===== src/rtl/sysclk_pkg.sv =====
package sysclk_pkg;
   // Divider code width is fixed by the rate encoding.
   parameter int DIV_W = 3;
   parameter int REG_MIN_W = 15;

   parameter logic SRC_XTAL = 1'b0;
   parameter logic SRC_RC   = 1'b1;

   // Control register bit positions
   parameter int C_SEL    = 0;
   parameter int C_PD     = 1;
   parameter int C_AMP    = 2;
   parameter int C_SYS_LO = 8;
   parameter int C_IO_LO  = 12;

   // Status register bit positions
   parameter int S_SEL    = 0;
   parameter int S_PEND   = 1;
   parameter int S_XSTB   = 2;
   parameter int S_RSTB   = 3;

   typedef struct packed {
      logic             sel;
      logic             pd;
      logic             amp;
      logic [DIV_W-1:0] sys_div;
      logic [DIV_W-1:0] io_div;
   } ctrl_t;
endpackage


===== src/rtl/sysclk_ctrl_reg.sv =====
module sysclk_ctrl_reg
   import sysclk_pkg::*;
#(
   parameter int   DATA_W  = 16,
   parameter logic RST_SRC = SRC_RC,
   parameter int   RST_DIV = 1
) (
   input  logic              clk,
   input  logic              rst_n,
   input  logic              we,
   input  logic [DATA_W-1:0] wdata,
   output ctrl_t             ctrl_q
);
   logic unused_wbits;
   assign unused_wbits = ^wdata;

   always_ff @(posedge clk or negedge rst_n) begin
      if (!rst_n) begin
         ctrl_q.sel     <= RST_SRC;
         ctrl_q.pd      <= 1'b0;
         ctrl_q.amp     <= 1'b0;
         ctrl_q.sys_div <= DIV_W'(RST_DIV);
         ctrl_q.io_div  <= DIV_W'(RST_DIV);
      end else if (we) begin
         ctrl_q.sel     <= wdata[C_SEL];
         ctrl_q.pd      <= wdata[C_PD];
         ctrl_q.amp     <= wdata[C_AMP];
         ctrl_q.sys_div <= wdata[C_SYS_LO +: DIV_W];
         ctrl_q.io_div  <= wdata[C_IO_LO +: DIV_W];
      end
   end
endmodule


===== src/rtl/sysclk_settle_cnt.sv =====
module sysclk_settle_cnt #(
   parameter int SETTLE_CYC = 64
) (
   input  logic clk,
   input  logic rst_n,
   input  logic arm,
   input  logic qual,
   output logic done
);
   localparam int CNT_W = (SETTLE_CYC > 1) ? $clog2(SETTLE_CYC) : 1;

   generate
      if (SETTLE_CYC == 1) begin : g_direct
         logic unused_clk;
         assign unused_clk = clk ^ rst_n;
         assign done = arm & qual;
      end else begin : g_count
         localparam logic [CNT_W-1:0] LAST = CNT_W'(SETTLE_CYC - 1);
         logic [CNT_W-1:0] cnt_q;
         assign done = arm & qual & (cnt_q == LAST);
         always_ff @(posedge clk or negedge rst_n) begin
            if (!rst_n)
               cnt_q <= '0;
            else if (!arm || !qual || done)
               cnt_q <= '0;
            else
               cnt_q <= cnt_q + 1'b1;
         end
      end
   endgenerate
endmodule


===== src/rtl/sysclk_div_clamp.sv =====
module sysclk_div_clamp #(
   parameter int DIV_W = 3
) (
   input  logic [DIV_W-1:0] req_div,
   input  logic             rc_active,
   output logic [DIV_W-1:0] applied_div
);
   // RC tops out at half the crystal rate: the fastest code is not allowed.
   always_comb begin
      if (rc_active && (req_div == '0))
         applied_div = DIV_W'(1);
      else
         applied_div = req_div;
   end
endmodule


===== src/rtl/sysclk_switch_ctrl.sv =====
module sysclk_switch_ctrl
   import sysclk_pkg::*;
#(
   parameter int   DATA_W          = 16,
   parameter int   SETTLE_CYC      = 64,
   parameter bit   AMP_DET_SUPPORT = 1'b1,
   parameter logic RST_SRC         = SRC_RC,
   parameter int   RST_DIV         = 1
) (
   input  logic              clk,
   input  logic              rst_n,
   input  logic              reg_we,
   input  logic              reg_addr,
   input  logic [DATA_W-1:0] reg_wdata,
   output logic [DATA_W-1:0] reg_rdata,
   input  logic              xtal_stable_i,
   input  logic              xtal_amp_ok_i,
   input  logic              rc_stable_i,
   output logic              xtal_en_o,
   output logic              rc_en_o,
   output logic              clk_sel_o,
   output logic [DIV_W-1:0]  sys_div_o,
   output logic [DIV_W-1:0]  io_div_o
);
   localparam int N_DIV = 2;

   generate
      if (DATA_W < REG_MIN_W) begin : g_bad_width
         $error("DATA_W too narrow for register fields");
      end
      if (SETTLE_CYC < 1) begin : g_bad_settle
         $error("SETTLE_CYC must be at least 1");
      end
      if (RST_DIV < 0 || RST_DIV >= (1 << DIV_W)) begin : g_bad_div
         $error("RST_DIV out of range");
      end
      if (RST_SRC == SRC_RC && RST_DIV == 0) begin : g_bad_rst
         $error("RST_DIV 0 not allowed with RC reset source");
      end
   endgenerate

   ctrl_t ctrl_q;
   logic  stat_sel_q;
   logic  pending;
   logic  xtal_qual;
   logic  rc_qual;
   logic  tgt_qual;
   logic  done;
   logic  next_sel;
   logic  next_is_rc;
   logic [N_DIV-1:0][DIV_W-1:0] req_div;
   logic [N_DIV-1:0][DIV_W-1:0] clamp_div;
   logic [N_DIV-1:0][DIV_W-1:0] app_div_q;

   sysclk_ctrl_reg #(
      .DATA_W (DATA_W),
      .RST_SRC(RST_SRC),
      .RST_DIV(RST_DIV)
   ) u_ctrl (
      .clk   (clk),
      .rst_n (rst_n),
      .we    (reg_we && (reg_addr == 1'b0)),
      .wdata (reg_wdata),
      .ctrl_q(ctrl_q)
   );

   assign pending = (ctrl_q.sel != stat_sel_q);

   generate
      if (AMP_DET_SUPPORT) begin : g_amp
         assign xtal_qual = xtal_stable_i & (~ctrl_q.amp | xtal_amp_ok_i);
      end else begin : g_noamp
         logic unused_amp;
         assign unused_amp = xtal_amp_ok_i ^ ctrl_q.amp;
         assign xtal_qual  = xtal_stable_i;
      end
   endgenerate

   assign rc_qual  = rc_stable_i;
   assign tgt_qual = (ctrl_q.sel == SRC_RC) ? rc_qual : xtal_qual;

   sysclk_settle_cnt #(
      .SETTLE_CYC(SETTLE_CYC)
   ) u_settle (
      .clk  (clk),
      .rst_n(rst_n),
      .arm  (pending),
      .qual (tgt_qual),
      .done (done)
   );

   assign next_sel   = done ? ctrl_q.sel : stat_sel_q;
   assign next_is_rc = (next_sel == SRC_RC);
   assign req_div[0] = ctrl_q.sys_div;
   assign req_div[1] = ctrl_q.io_div;

   generate
      for (genvar g = 0; g < N_DIV; g++) begin : g_clamp
         sysclk_div_clamp #(
            .DIV_W(DIV_W)
         ) u_clamp (
            .req_div    (req_div[g]),
            .rc_active  (next_is_rc),
            .applied_div(clamp_div[g])
         );
      end
   endgenerate

   always_ff @(posedge clk or negedge rst_n) begin
      if (!rst_n) begin
         stat_sel_q   <= RST_SRC;
         app_div_q[0] <= DIV_W'(RST_DIV);
         app_div_q[1] <= DIV_W'(RST_DIV);
      end else begin
         stat_sel_q <= next_sel;
         if (!pending || done)
            app_div_q <= clamp_div;
      end
   end

   // An oscillator stays powered while either the request or the active source uses it.
   assign xtal_en_o = ~ctrl_q.pd | (ctrl_q.sel == SRC_XTAL) | (stat_sel_q == SRC_XTAL);
   assign rc_en_o   = ~ctrl_q.pd | (ctrl_q.sel == SRC_RC)   | (stat_sel_q == SRC_RC);

   assign clk_sel_o = stat_sel_q;
   assign sys_div_o = app_div_q[0];
   assign io_div_o  = app_div_q[1];

   always_comb begin
      reg_rdata = '0;
      if (reg_addr == 1'b0) begin
         reg_rdata[C_SEL]               = ctrl_q.sel;
         reg_rdata[C_PD]                = ctrl_q.pd;
         reg_rdata[C_AMP]               = ctrl_q.amp;
         reg_rdata[C_SYS_LO +: DIV_W]   = ctrl_q.sys_div;
         reg_rdata[C_IO_LO +: DIV_W]    = ctrl_q.io_div;
      end else begin
         reg_rdata[S_SEL]               = stat_sel_q;
         reg_rdata[S_PEND]              = pending;
         reg_rdata[S_XSTB]              = xtal_stable_i & xtal_en_o;
         reg_rdata[S_RSTB]              = rc_stable_i & rc_en_o;
         reg_rdata[C_SYS_LO +: DIV_W]   = app_div_q[0];
         reg_rdata[C_IO_LO +: DIV_W]    = app_div_q[1];
      end
   end
endmodule


===== config.mk =====
export PLATFORM = sky130hd
export DESIGN_NAME = sysclk_switch_ctrl
export DESIGN_NICKNAME = d
export VERILOG_FILES = /design/src/rtl/sysclk_pkg.sv /design/src/rtl/sysclk_ctrl_reg.sv /design/src/rtl/sysclk_settle_cnt.sv /design/src/rtl/sysclk_div_clamp.sv /design/src/rtl/sysclk_switch_ctrl.sv
export SDC_FILE = /design/constraint.sdc
export NUM_CORES = 1
export LEC_CHECK = 0
export ABC_AREA = 1
export BUFFER_PORTS_ARGS = -buffer_cell sky130_fd_sc_hd__buf_2
export CAP_MARGIN = 20
export CORE_ASPECT_RATIO = 1.1
export CORE_MARGIN = 4
export CORE_UTILIZATION = 51
export CTS_CLUSTER_DIAMETER = 150
export DETAILED_ROUTE_END_ITERATION = 6
export PLACE_DENSITY = 0.9
export SLEW_MARGIN = 20
export SYNTH_ARGS = -nofsm -noshare
export SYNTH_HDL_FRONTEND = slang
export SYNTH_HIERARCHICAL = 1
export SYNTH_SLANG_ARGS = --single-unit

===== constraint.sdc =====
create_clock -name clk -period 5.5 [get_ports clk]
set_clock_uncertainty 0.15 [all_clocks]
set_input_delay 0.55 -clock clk [delete_from_list [all_inputs] [get_ports clk]]
set_output_delay 0.55 -clock clk [all_outputs]
set_load 0.005 [all_outputs]

Word level (Yosys, flattened, before mapping)
Index checks and enable logic that the tools add are counted.
Storage, ports and cells
  register bits: 22
  latch bits: 0
  bits in writable memories: 0
  memory bits (read-only): 0
  input bits: 23
  output and inout bits: 25
  logic and storage cells: 46
  memories kept: 0
Cells by class
  add/sub/neg operators: 1
  multiply operators: 0
  divide/modulo/power cells: 0
  $lt $le $gt $ge: 0
  equality and inequality tests: 2
  shift-type cells: 0
  mux-type cells: 9
  bitwise gates (word level): 15
  reduce and logical (&&, ||, !) cells: 10
Operators by type and width (number)
  3-bit 2-to-1 mux: 5
  6-bit by 1-bit adder with 6-bit output (second input constant): 1
  6-bit == test (second input constant): 1
  3-bit logical NOT: 2
  6-bit 2-to-1 mux: 1
  1-bit AND: 5
  1-bit inverter: 5
  1-bit OR: 5
  1-bit logical AND: 3
  1-bit logical OR: 3
  1-bit 2-to-1 mux: 3
  1-bit logical NOT: 2
  1-bit inequality test: 1

Depth between registers and ports, before layout
Gate-level depths: netlist of run 1.
  depth in word-level cells: 9
  gate-level depth with buffers: 12
  depth with buffers taken out: 12

Cells and area by module
Netlist of run 1, hierarchy kept.
By module, submodules not included
  sysclk_switch_ctrl: times used 1, cells each 81, area an instance 528.0 um^2, seq. area each 178.9 um^2
  sysclk_ctrl_reg: times used 1, cells each 38, area an instance 345.3 um^2, seq. area each 229.0 um^2
  sysclk_settle_cnt: times used 1, cells each 34, area an instance 300.3 um^2, seq. area each 150.1 um^2
  sysclk_div_clamp: times used 2, cells each 7, area an instance 27.5 um^2, seq. area each 0.0 um^2

Worst setup path before layout of run 1
Ideal clock, no wire load.
  kind: register to register
  from: reg stat_sel_q (netlist: clk_sel_o)
  to: reg app_div_q (netlist bit io_div_o[0])
  library setup time: 0.061 ns
  arrival: 1.620 ns
  data required time: 5.289 ns
  path slack: 3.669 ns
  stages on the path, launching flop included: 13
  buffers on the path: 0
  clock period less this slack: 1.831 ns
  path through: dfstp_2 inv_1 nand2_4 nand2_1 inv_1 nand2_1 nor3_1 nand2_1 o21ai_0 nand3_1 nand2_1 nand2_1 nand2_1
RTL lines
  start: declaration: RTL line sysclk_switch_ctrl.sv:43  | logic stat_sel_q;
  start signal: assignment: RTL line sysclk_switch_ctrl.sv:115  | stat_sel_q <= next_sel;
  end signal: assignment: RTL line sysclk_switch_ctrl.sv:117  | app_div_q <= clamp_div;
  end: declaration: RTL line sysclk_switch_ctrl.sv:53  | logic [N_DIV-1:0][DIV_W-1:0] app_div_q;

Final worst setup path of run 1
  from: reg u_ctrl/ctrl_q[8] (netlist name)
  to: out reg_rdata[1]
On the way
  longest elaborated chain between the ends: 2
Ends and longest elaborated chain
  1-bit inequality test: RTL line sysclk_switch_ctrl.sv:67  | assign pending = (ctrl_q.sel != stat_sel_q);
  3-bit 2-to-1 mux: RTL line sysclk_switch_ctrl.sv:131  | if (reg_addr == 1'b0) begin
  end: declaration: RTL line sysclk_switch_ctrl.sv:15  | output logic [DATA_W-1:0] reg_rdata,
Every way passes these cells.

==> impl.org, run 1 <==
** Outcome
- The flow ran to the end, and the final reports show no timing, DRC or antenna violations.

** Place
- Half-perimeter wire length after detailed placement :: 1960 um
- At the end of routability-driven placement, the weighted congestion stood at 0.792.
- Once placement finished, the instance area stood at 1380 um2.
- Port-buffer cells :: 34

** STA
- Timing would allow up to 0.456 GHz.
- For the final routed database, the setup TNS stands at 0 ps.
- Minimum hold slack :: 32.9 ps
- Tightest slew margin relative to the limit :: 60.4%
- Setup repair after global routing left no endpoint under its margin.
- The number of pins exceeding their max-slew limit in the final report is 0.
- After layout, the minimum clock period comes to 2190 ps.
- Setup violations remaining at the end of the flow were counted as 0.
- For the pin with the worst max-slew slack, the measured transition is 591 ps.
- Of the available clock period, the critical path in the final layout requires 39.8%.
- Fin. Hold Viols :: 0

** Floorplanning
- The floorplan step defined a die boundary enclosing 3260 um2.
- The floorplan has 18 rows.
- IO Pins :: 48
- Starting Density :: 54.0%
- The die is 54.8 um wide.
- The region available for standard cell placement spans 2270 um2.
- Vertical die dimension :: 59.5 um

** Pwr
- Share of power burned in combinational logic :: 23.9%
- Overall Power :: 390 uW
- PwrDens :: 276 nW/um2
- Clock network fraction of design power :: 22.9%
- The internal portion of the total power is 271 uW.
- The analysis attributes to net switching a power of 119 uW.
- In this run the static leakage power is 0.814 nW.
- IR analysis of the VDD net gives a maximum drop of 0.000208 V.
- Registers are responsible for 53.2% of the overall power.
- In this run switching power makes up 30.5% of total power.

** Global routing
- Initial antenna violation count :: 0
- The number of global-route vias before repair came to 1011.
- Overall Global Routing Usage :: 17.7%
- Largest net degree at the start of global routing :: 23
- Global routing finished with a remaining overflow of 0.
- Global-route wire length before repair :: 4110 um

** Routing
- The detailed router finished its first iteration with 29 violations.
- Post-detailed-route DRC marker count :: 0
- The detail route stage leaves a number of antenna-violating nets equal to 0.
- Drt wl/cell :: 11.0 um
- The first detailed-routing pass took 4 iterations.
- Wires add up to 2510 um.
- In the routed layout, each cell is associated on average with a via count of 4.77.
- Detailed routing inserted a total of 1087 vias.

** Clock network
- Clock buffers created by TritonCTS :: 3
- CTS built an H-tree with a depth of 1.
- Clock root cell :: clkbuf_4
- CTS clk-pin slew, worst paths :: 120 ps
- CTS tree :: built
- Once the clock tree was built, the setup fixing pass inserted 0 buffers.
- The clock reaches the later pin of the worst-skew pair after 310 ps.
- Hold buffer count at CTS :: 0
- Post-CTS repair changed the size of 0 cells.
- Deepest clock path buffer count :: 2
- Clock sink total :: 22

** Setup path
- For the worst setup path, the data required time is 4800 ps.
- For this run, the slowest stage of the critical path takes 600 ps.
- Walking the worst path, the cells encountered are inv_2, nand2_4, nand2_1, o21ai_1, buf_2.
- On the critical path, the stage with the largest delay is an instance of dfstp_2.
- Critical Path Stages :: 5
- The number of buffers and inverters on the critical path is 2.
- Type of origin of the critical path :: flip-flop
- Worst R2R Path Depth :: 12
- Critical path arrival :: 1490 ps
- Path type of the worst setup path :: flip-flop to primary output
- The cell family contributing the most delay on the critical path is flip-flops.
- The worst setup path is captured at a primary output.
- Of all nets on the critical path, the largest fanout is 8.

** Cells and area
- In the layout the commonest cells are nand2_1, buf_2, inv_1.
- Antenna diodes :: 0
- Cell area after layout :: 1420 um2
- At the end of the flow, the number of nets in the layout was 223.
- The library cell used most frequently in the layout, excluding fill and tap cells, is nand2_1.
- Of the cells placed in the final design, the portion with a size suffix greater than 1 is 26.3%.
- From synthesis to final layout, the design area changed by 15.2%.

** Logic synthesis
- Number of distinct library cell variants in the gate-level netlist after synthesis :: 26
- Synth Register Bits :: 22
- Synthesized instance count :: 167
- Register area share after synthesis :: 45.4%
- Summed instance area of the synthesized netlist :: 1230 um2
- Syn Area/Cell :: 7.36 um2
- Synthesis warning total :: 6

** Worst hold path
- Path class of the lowest-slack min-delay path :: input pin to asynchronous set/reset pin

** Flow run
- Max-cap violations in this run came to 0.
## power by group through the flow
stage,logic [mW],clock network [mW],registers (mW)
global placement,0.0915,0,0.209
global route,0.109,0.0982,0.211
CTS,0.0948,0.0929,0.208
finish,0.0932,0.0895,0.208
detailed placement,0.0944,0,0.211
floorplan,0.0599,0,0.207
## kinds of logic (layout without fill, tap and decap cells)
logic type,Yosys count,count (layout),synth area share [%]
flip-flops,22,22,45.4
XOR/XNOR,1,1,0.713
other,1,6,0.305
adder cells (fa/ha/maj),1,1,1.02
AO/OA/AOI/OAI,9,9,5.29
buffers and inverters,33,59,12.6
AND/OR/NAND/NOR,100,100,34.6
## Yosys cell counts (all sizes together)
cell    number  share of area (%)
conb         1               0.31
clkinv       1               0.31
nand3        6                3.5
dfrtp       16                 33
o22ai        1               0.51
o21ai        4                1.6
inv         20                6.1
xor2         1               0.71
nand4        6                3.1
nand2       76                 24
nor3         2               0.81
a21oi        1               0.41
dfstp        6                 13
nor2        10                3.1
clkbuf       4                1.2
ha           1                1.0
o21bai       3                2.7
buf          8                5.0
## layout make-up
class                           count  area, um2
Fill cell                         217        860
Sequential cell                    22        558
Multi-Input combinational cell    117        534
Timing Repair Buffer               34        170
Inverter                           21       78.8
Tap cell                           30       37.5
Clock buffer                        4       36.3
## per-layer routing
layer | vias up | global-route usage [%] | part of all wire, %
met1 | 486 | 21.8 | 45
met2 | 33 | 29.4 | 46
met3 | 5 | 2.02 | 6.3
met4 | 0 | 9.61 | 2.4
met5 | - | 0 | 0
li1 | 563 | - | -
## stage by stage
stage | worst slack, ps | instances | util, %
2_1_floorplan | 3670 | 172 | -
3_3_place_gp | 3370 | 224 | 60.6
3_5_place_dp | 3350 | 224 | 60.6
4_1_cts | 3310 | 228 | 62.2
5_1_grt | 3120 | 228 | 62.2
6_report | 3310 | 228 | 62.2
## flip-flops by register name, indices dropped and copies added, names as in the netlist
register	flops
sys_div_o	3
u_ctrl/ctrl_q	9
clk_sel_o	1
io_div_o	3
u_settle/g_count.cnt_q	6
## worst register-to-register path: cells and delay by family, from the launching register on
kind	cells	cell delay [ps]
AOI/OAI and AO/OA	1	150
buffers and inverters	2	140
DFF	1	600
and+or+nand+nor	9	1010
## final timing paths
path	startpoint	to	slack [ps]
setup / recovery	u_ctrl/ctrl_q[8]	reg_rdata[1]	3310
hold / removal	rst_n	u_settle/g_count.cnt_q[4]	30
setup reg to reg	u_ctrl/ctrl_q[8]	sys_div_o[0]	3410
hold reg to reg	u_ctrl/ctrl_q[0]	u_ctrl/ctrl_q[0]	340
max in group asynchronous	rst_n	u_ctrl/ctrl_q[3]	4820
min in group clk	reg_wdata[0]	u_ctrl/ctrl_q[8]	270
Power figures use the tool's default switching activity.
==> inputs of run 2 (changes only) <==
Settings changed: ABC_AREA 1 to 0, CORE_UTILIZATION 51 to 42, PLACE_DENSITY 0.9 to 0.81.
Clock period 5.5 ns to 1.9 ns, I/O delays scaled along.
==> impl.org, run 2 <==
** Cells and area
- Layout cells sized above 1 :: 60.6%
- Most used cells in the layout excluding fill and tap cells :: buf_2, dfrtp_1, buf_4
- Most flops, register :: u_ctrl/ctrl_q
- In the final layout, flip-flops and latches occupy 558 um2.
- Number of nets in the layout :: 180
- Cells fill 63.3% of the core in the end.
- Relative to the synthesized area, the layout overhead comes to 39.7%.
- The filler cells instantiated in the layout total 217.
- 0 antenna diodes ended up in the layout.
- Commonest non-fill, non-tap cell in the layout :: buf_2
- Cell area after layout :: 1630 um2
- Summing all multi-input logic gate instances after layout gives 581 um2.
- Final Instance Count excl. Fillers :: 186
- Flip-flop count of the largest register, all copies and words added :: 9
- In the final layout, the registers with the most flip-flops are u_ctrl/ctrl_q (9), u_settle/g_count.cnt_q (6).

** Logic synthesis
- Counting flops with an async set or reset pin after synthesis yields a share of 100%.
- Synthesis inferred 22 register bits.
- Summed instance area of the synthesized netlist :: 1160 um2
- Dominant cell by count in the synthesized netlist :: dfrtp_1
- Compound-cell area share of the yosys netlist :: 3.55%
- Most common library cells after synthesis :: dfrtp_1, mux2_2, mux2_4
- Number of distinct library cell variants in the gate-level netlist after synthesis :: 28
- In this run, synthesis inferred 0 flip-flops with an integrated enable.
- Of the total synthesized cell area, the portion taken by AND, OR, NAND and NOR gates is 11.4%.
- In this run the mean area of a mapped cell was 11.9 um2.
- Sequential cells were found to cover 48.0% of the synthesized design area.
- Cell types with the largest area share after synthesis :: dfrtp_1, dfstp_2, mux2_2
- Synthesis warning total :: 6
- Synthesis handed over a netlist of 98 instances.
- After Yosys synthesis, full adders, half adders and majority gates account for 1.08% of the synthesized area.
- Main combinational cell family by area after synthesis :: multiplexers
- Xor and xnor area share after synthesis :: 3.01%
- Most used flip-flop cell after synthesis :: dfrtp_1
- The synthesized design spends more area on one cell type than any other, namely dfrtp_1.
- Portion of netlist area occupied by mux cells :: 25.2%
- The top cell type by area accounts for 34.4% of the synthesized area.

** Setup path
- The critical path in this run is classified as flip-flop to flip-flop.
- Worst r2r src :: u_ctrl/ctrl_q[8]
- Reg-to-reg critical path endpoint :: sys_div_o[0]
- Worst reg2reg setup slack :: -300 ps
- Required time of the critical path :: 2000 ps
- Type of origin of the critical path :: flip-flop
- The worst setup path is captured at a flip-flop.
- Highest net fanout along the worst path :: 3
- At the worst endpoint, the arrival time is 2300 ps.
- Measured in cells, the most critical reg-to-reg path has a length of 8.

** STA
- Worst setup slack after layout :: -298 ps
- Counting I/O delays and the setup requirement, the final critical path takes 2200 ps.
- Setup repair after global routing could not meet its margin everywhere.
- Highest achievable clock rate :: 0.455 GHz
- Ratio of final minimum period to clock period :: 116%
- The hold violation total from the final report came to 0.
- The number of pins exceeding their max-slew limit in the final report was 0.
- Setup violations remaining at the end of the flow were counted as 4.

** Routing
- Final WL :: 2780 um
- After detailed routing, the met2 layer carries 1510 um of wire.
- Across all layers, the routed design uses 896 vias.
- Detail Route Antenna Nets :: 0
- After detailed routing, the average wire length per cell comes to 15.0 um.
- For this run, the detailed router's first-pass iteration total came to 3.
- The highest metal layer carrying signal wires in the routed design is met4.
- In the routed layout, each cell is associated on average with a via count of 4.82.
- For this run, design rule violations remaining after detail routing come to 0.
- Initial DRC count :: 23
- Wire length on met1 :: 1060 um
- Amount of wire on met3 after detailed routing :: 148 um

** Floorplanning
- From bottom edge to top edge, the die measures 63.2 um.
- In this run the horizontal extent of the chip is 58.2 um.
- Site row count :: 19
- DIE AREA :: 3680 um2
- The floorplan step defined a core boundary enclosing 2570 um2.
- Starting Density :: 45.3%
- IO Pins :: 48

** Pwr
- Share of total power in sequential cells :: 48.9%
- For this design the static power due to leakage is 0.794 nW.
- Summed over all nets, the switching power comes to 358 uW.
- Cell internal power was estimated by the tool at 908 uW.
- Switching share of total power :: 28.3%
- The share of total power dissipated in combinational logic is 30.7%.
- PwrDens :: 779 nW/um2
- VDD sags by at most 0.000614 V.
- Clock network fraction of design power :: 20.4%

** Clock network
- Clock buffers created by TritonCTS :: 3
- CTS clk-pin slew, worst paths :: 120 ps
- H-tree levels :: 1
- CTS tree :: built
- Clock root cell :: clkbuf_4
- Clock sink total :: 22
- Skew-Pair Late Insertion Delay :: 310 ps
- Deepest clock path buffer count :: 2

** Worst hold path
- Path class of the lowest-slack min-delay path :: input pin to asynchronous set/reset pin

** Outcome
- The final reports fail on negative setup slack.
- Status :: finished, violations left

** Place
- Port-buffer cells :: 34
- The placed instances occupy a cell area of 1440 um2.
- Half-perimeter wire length after detailed placement :: 1970 um
- Once placement completed, the tool counted placed cells totaling 169.
- The congestion estimate from routability-driven global placement came to 0.808.

** Global routing
- The first global-routing pass estimated 4310 um of wire.
- Leftover overflow at the end of global routing :: 0
- The number of global-route vias before repair came to 969.
- Initial antenna violation count :: 0
- Overall Global Routing Usage :: 15.3%
- Entering global routing, the biggest net connects 23 pins.

** Flow run
- The tool flagged a number of max-cap violations equal to 0.
run 2: cell types whose count changed after synthesis, moves of 3 or more:
cell     change
mux2_2      +14
mux2_4       +9
inv_2        -3
nand2_1     -68
inv_1       -14
nor2_1       -3
nand4_1      -6
run 2: per-stage QoR:
stage	setup WS (ps)	power, mW	TNS, ps	hold slack, ps
detailed placement	-304	0.968	-605	27.1
floorplan	-243	0.812	-486	-256
finish	-298	1.27	-735	205
global placement	-227	0.946	-450	17.5
CTS	-287	1.25	-572	218
global route	-380	1.33	-1060	232
run 2: layer usage:
| metal | vias up | track usage [%] |
|---|---|---|
| li1 | 429 | - |
| met1 | 430 | 16.7 |
| met2 | 30 | 28.0 |
| met3 | 7 | 2.86 |
| met4 | 0 | 6.38 |
| met5 | - | 0 |
run 2: timing repair:
action / 4_1_cts / 5_1_grt
buffers inserted: 1 / 2
gates resized for setup: 1 / 9
hold endpoints to repair: 25 / 0
pin swaps: 0 / 3
hold buffers: 10 / 0
endpoints found under the setup margin: 2 / 4
run 2: power by group through the flow:
stage	Combinational (mW)	Sequential, mW	Clock [mW]
final	0.389	0.619	0.258
after global routing	0.424	0.630	0.277
after CTS	0.364	0.618	0.263
after detailed placement	0.341	0.626	0
after global placement	0.331	0.616	0
after floorplan	0.199	0.613	0
run 2: worst max-delay path by stage:
stage | from | end | slack, ps | cells past startpoint
floorplan | clk_sel_o | io_div_o[0] | -240 | 8
global placement | u_ctrl/ctrl_q[8] | io_div_o[0] | -230 | 8
detailed placement | u_ctrl/ctrl_q[8] | io_div_o[0] | -300 | 8
CTS | u_ctrl/ctrl_q[8] | sys_div_o[0] | -290 | 8
global route | u_ctrl/ctrl_q[6] | io_div_o[0] | -380 | 9
finish | u_ctrl/ctrl_q[8] | sys_div_o[0] | -300 | 8
run 2: layout make-up:
cell class / instances / share of cell area (%)
inverter: 3 / 0.693
clock buffer: 4 / 2.23
timing repair buffer: 60 / 24.6
sequential: 22 / 34.3
multi-input combinational: 66 / 35.7
tap: 31 / 2.39
run 2: worst max-delay path, stage by stage, from the launching register on:
cell and delay, ps:
dfstp_2 590, xnor2_2 80, inv_1 70, nand2_2 70, nor3_4 260, mux2_4 340, nor3b_1 130, or2_1 200
mux2_2 260
run 2: cell families (layout without fill, tap and decap cells):
group / count (synthesis) / after routing
AO/OA/AOI/OAI: 7 / 7
XOR/XNOR: 4 / 4
adder cells (fa/ha/maj): 1 / 1
multiplexers: 23 / 23
buffers and inverters: 15 / 67
AND/OR/NAND/NOR: 25 / 25
other: 1 / 6
flip-flops: 22 / 22
==> inputs of run 3 (changes only) <==
Settings changed: RECOVER_POWER set to 50.
==> impl.org, run 3 (same netlist as run 2, synthesis figures left out) <==
** Place
- Prior to clock tree synthesis, the placed netlist has a worst setup slack of -304 ps.
- Global placement routability congestion :: 0.808
- Number of cells after detailed placement :: 169
- During placement, the flow inserted port buffers numbering 34.
- Half-perimeter wire length after detailed placement :: 1970 um
- Placement Cell Area :: 1440 um2

** Cells and area
- Commonest non-fill, non-tap cell in the layout :: buf_2
- In the final layout, the registers with the most flip-flops are u_ctrl/ctrl_q (9), u_settle/g_count.cnt_q (6).
- Relative to the synthesized area, the layout overhead comes to 37.8%.
- Number of nets in the layout :: 180
- Once layout is complete, the utilization of the core stands at 62.5%.
- Flip-flop count of the largest register, all copies and words added :: 9
- Most used cells in the layout excluding fill and tap cells :: buf_2, dfrtp_1, buf_4
- For this run, the number of standard cells in the final layout without fillers is 186.
- The post-route netlist has 56.1% of its cells at a drive strength greater than 1.
- Cell area after layout :: 1600 um2
- 0 antenna diodes ended up in the layout.
- Most flops, register :: u_ctrl/ctrl_q

** Global routing
- For this run the aggregate overflow at the end of global routing stands at 0.
- Overall Global Routing Usage :: 15.3%
- The number of antenna violations at the first check in global routing is 0.
- The first global-routing pass estimated 4310 um of wire.
- The number of global-route vias before repair came to 969.
- Entering global routing, the biggest net connects 23 pins.

** Setup path
- The worst register-to-register path has a depth of 8.
- The worst register-to-register path ends at io_div_o[0].
- Critical path capture point :: io_div_o[0]
- In this run the worst path has a maximum fanout of 3.
- Worst r2r src :: u_ctrl/ctrl_q[8]
- By startpoint and endpoint, the worst setup path is classified as flip-flop to flip-flop.
- Critical path arrival :: 2300 ps
- Start point of the critical path :: u_ctrl/ctrl_q[8]
- Type of origin of the critical path :: flip-flop
- The worst register-to-register path has a setup slack of -300 ps.
- The worst setup path is captured at a flip-flop.
- Required time of the critical path :: 2000 ps

** Routing
- For this block, the initial DRC count from the detailed router was 14.
- For this run, design rule violations remaining after detail routing come to 0.
- The count of nets left with antenna violations once routing finished came out at 0.
- Using the TritonRoute via totals, the vias-per-cell ratio works out to 4.87.
- Drt wl/cell :: 15.0 um
- First-pass iteration count of the detailed router :: 4
- Total vias in the final route :: 906
- The final layout contains routed wiring with a total length of 2800 um.

** Worst hold path
- Path class of the lowest-slack min-delay path :: input pin to flip-flop

** Clock network
- For the worst-skew pair, the clock arrives at the later sink with an insertion delay of 310 ps.
- After clock tree synthesis, the clock-pin slew on the worst setup and hold paths is 120 ps.
- CTS built an H-tree with a depth of 1.
- Clock root cell :: clkbuf_4
- In this run the deepest clock path goes through 2 buffers.
- Buffers inserted during clock tree synthesis total 3.
- Counting every sink on the clock net gives 22.
- CTS tree :: built

** Pwr
- IR analysis of the VDD net gives a maximum drop of 0.000619 V.
- PwrDens :: 784 nW/um2
- In this run the static leakage power is 0.770 nW.

** Floorplanning
- 48 I/O pins were placed.
- Site row count :: 19
- DIE AREA :: 3680 um2
- Total core area :: 2570 um2
- The initial utilization of the core area, before any placement, comes to 45.3%.
- Measured along the x axis, the die boundary spans 58.2 um.
- The die is 63.2 um tall.

** STA
- Measured against its own limit, the worst slew margin works out to 23.2%.
- Setup violations remaining at the end of the flow were counted as 4.
- The worst path uses 116% of the clock period.
- Final slew viol count :: 0
- Once routing completed, OpenROAD measured the worst setup slack at -297 ps.
- Highest achievable clock rate :: 0.455 GHz
- The routed design could run at a clock period as short as 2200 ps.
- Fin. Hold Viols :: 0
- Setup repair after global routing missed its margin :: yes
- At the pin with the least slew margin, the transition time is 1150 ps.
- Final hold analysis gives a worst-case slack of 223 ps.

** Flow run
- Max_cap viols :: 0

** Outcome
- The final reports fail on negative setup slack.
- The run finished, with violations left.
-- run 3: final cells by class --
cell class                 count  area, um2
clock buffer                   4       36.3
fill                         222        963
inverter                       3       11.3
multi-input combinational     66        569
sequential                    22        558
tap                           31       38.8
timing repair buffer          60        390
-- run 3: stage by stage --
stage	setup TNS, ps	total power [mW]
floorplan	-486	0.812
global placement	-450	0.946
detailed placement	-605	0.968
CTS	-572	1.25
global route	-1100	1.32
finish	-773	1.26
-- run 3: critical path, cell delays in order (launching register included) --
cell and delay, ps:
dfstp_2 590, xnor2_2 80, inv_1 70, nand2_2 70
nor3_4 260, mux2_4 340, nor3b_1 130, or2_1 200
mux2_2 260
-- run 3: worst min-delay path by stage --
stage / startpoint / to / slack, ps / cells past startpoint
global route: rc_stable_i / u_settle/g_count.cnt_q[4] / 250 / 6
global placement: rst_n / u_settle/g_count.cnt_q[2] / 20 / 1
detailed placement: rst_n / u_settle/g_count.cnt_q[0] / 30 / 1
floorplan: rst_n / io_div_o[1] / -260 / 0
CTS: rst_n / u_settle/g_count.cnt_q[0] / 220 / 2
finish: rc_stable_i / u_settle/g_count.cnt_q[4] / 220 / 6
-- run 3: per-layer routing --
layer / wire, um / track usage [%] / up-vias
met5: 0 / 0 / -
met1: 1070 / 16.7 / 439
met3: 157 / 2.86 / 7
li1: - / - / 428
met4: 63 / 6.38 / 0
met2: 1510 / 28.0 / 32
-- run 3: where the power goes --
| part | internal, mW | leakage, nW | switching, mW |
|---|---|---|---|
| logic | 0.227 | 0.486 | 0.153 |
| registers | 0.554 | 0.263 | 0.0648 |
| clock network | 0.117 | 0.0210 | 0.141 |
| total | 0.898 | 0.770 | 0.359 |
-- run 3: what timing repair did --
item	in CTS	in global routing
hold endpoints to repair	25	0
hold buffers	10	0
gates resized for setup	1	9
endpoints found under the setup margin	2	4
pin swaps	0	3
setup buffers	1	2
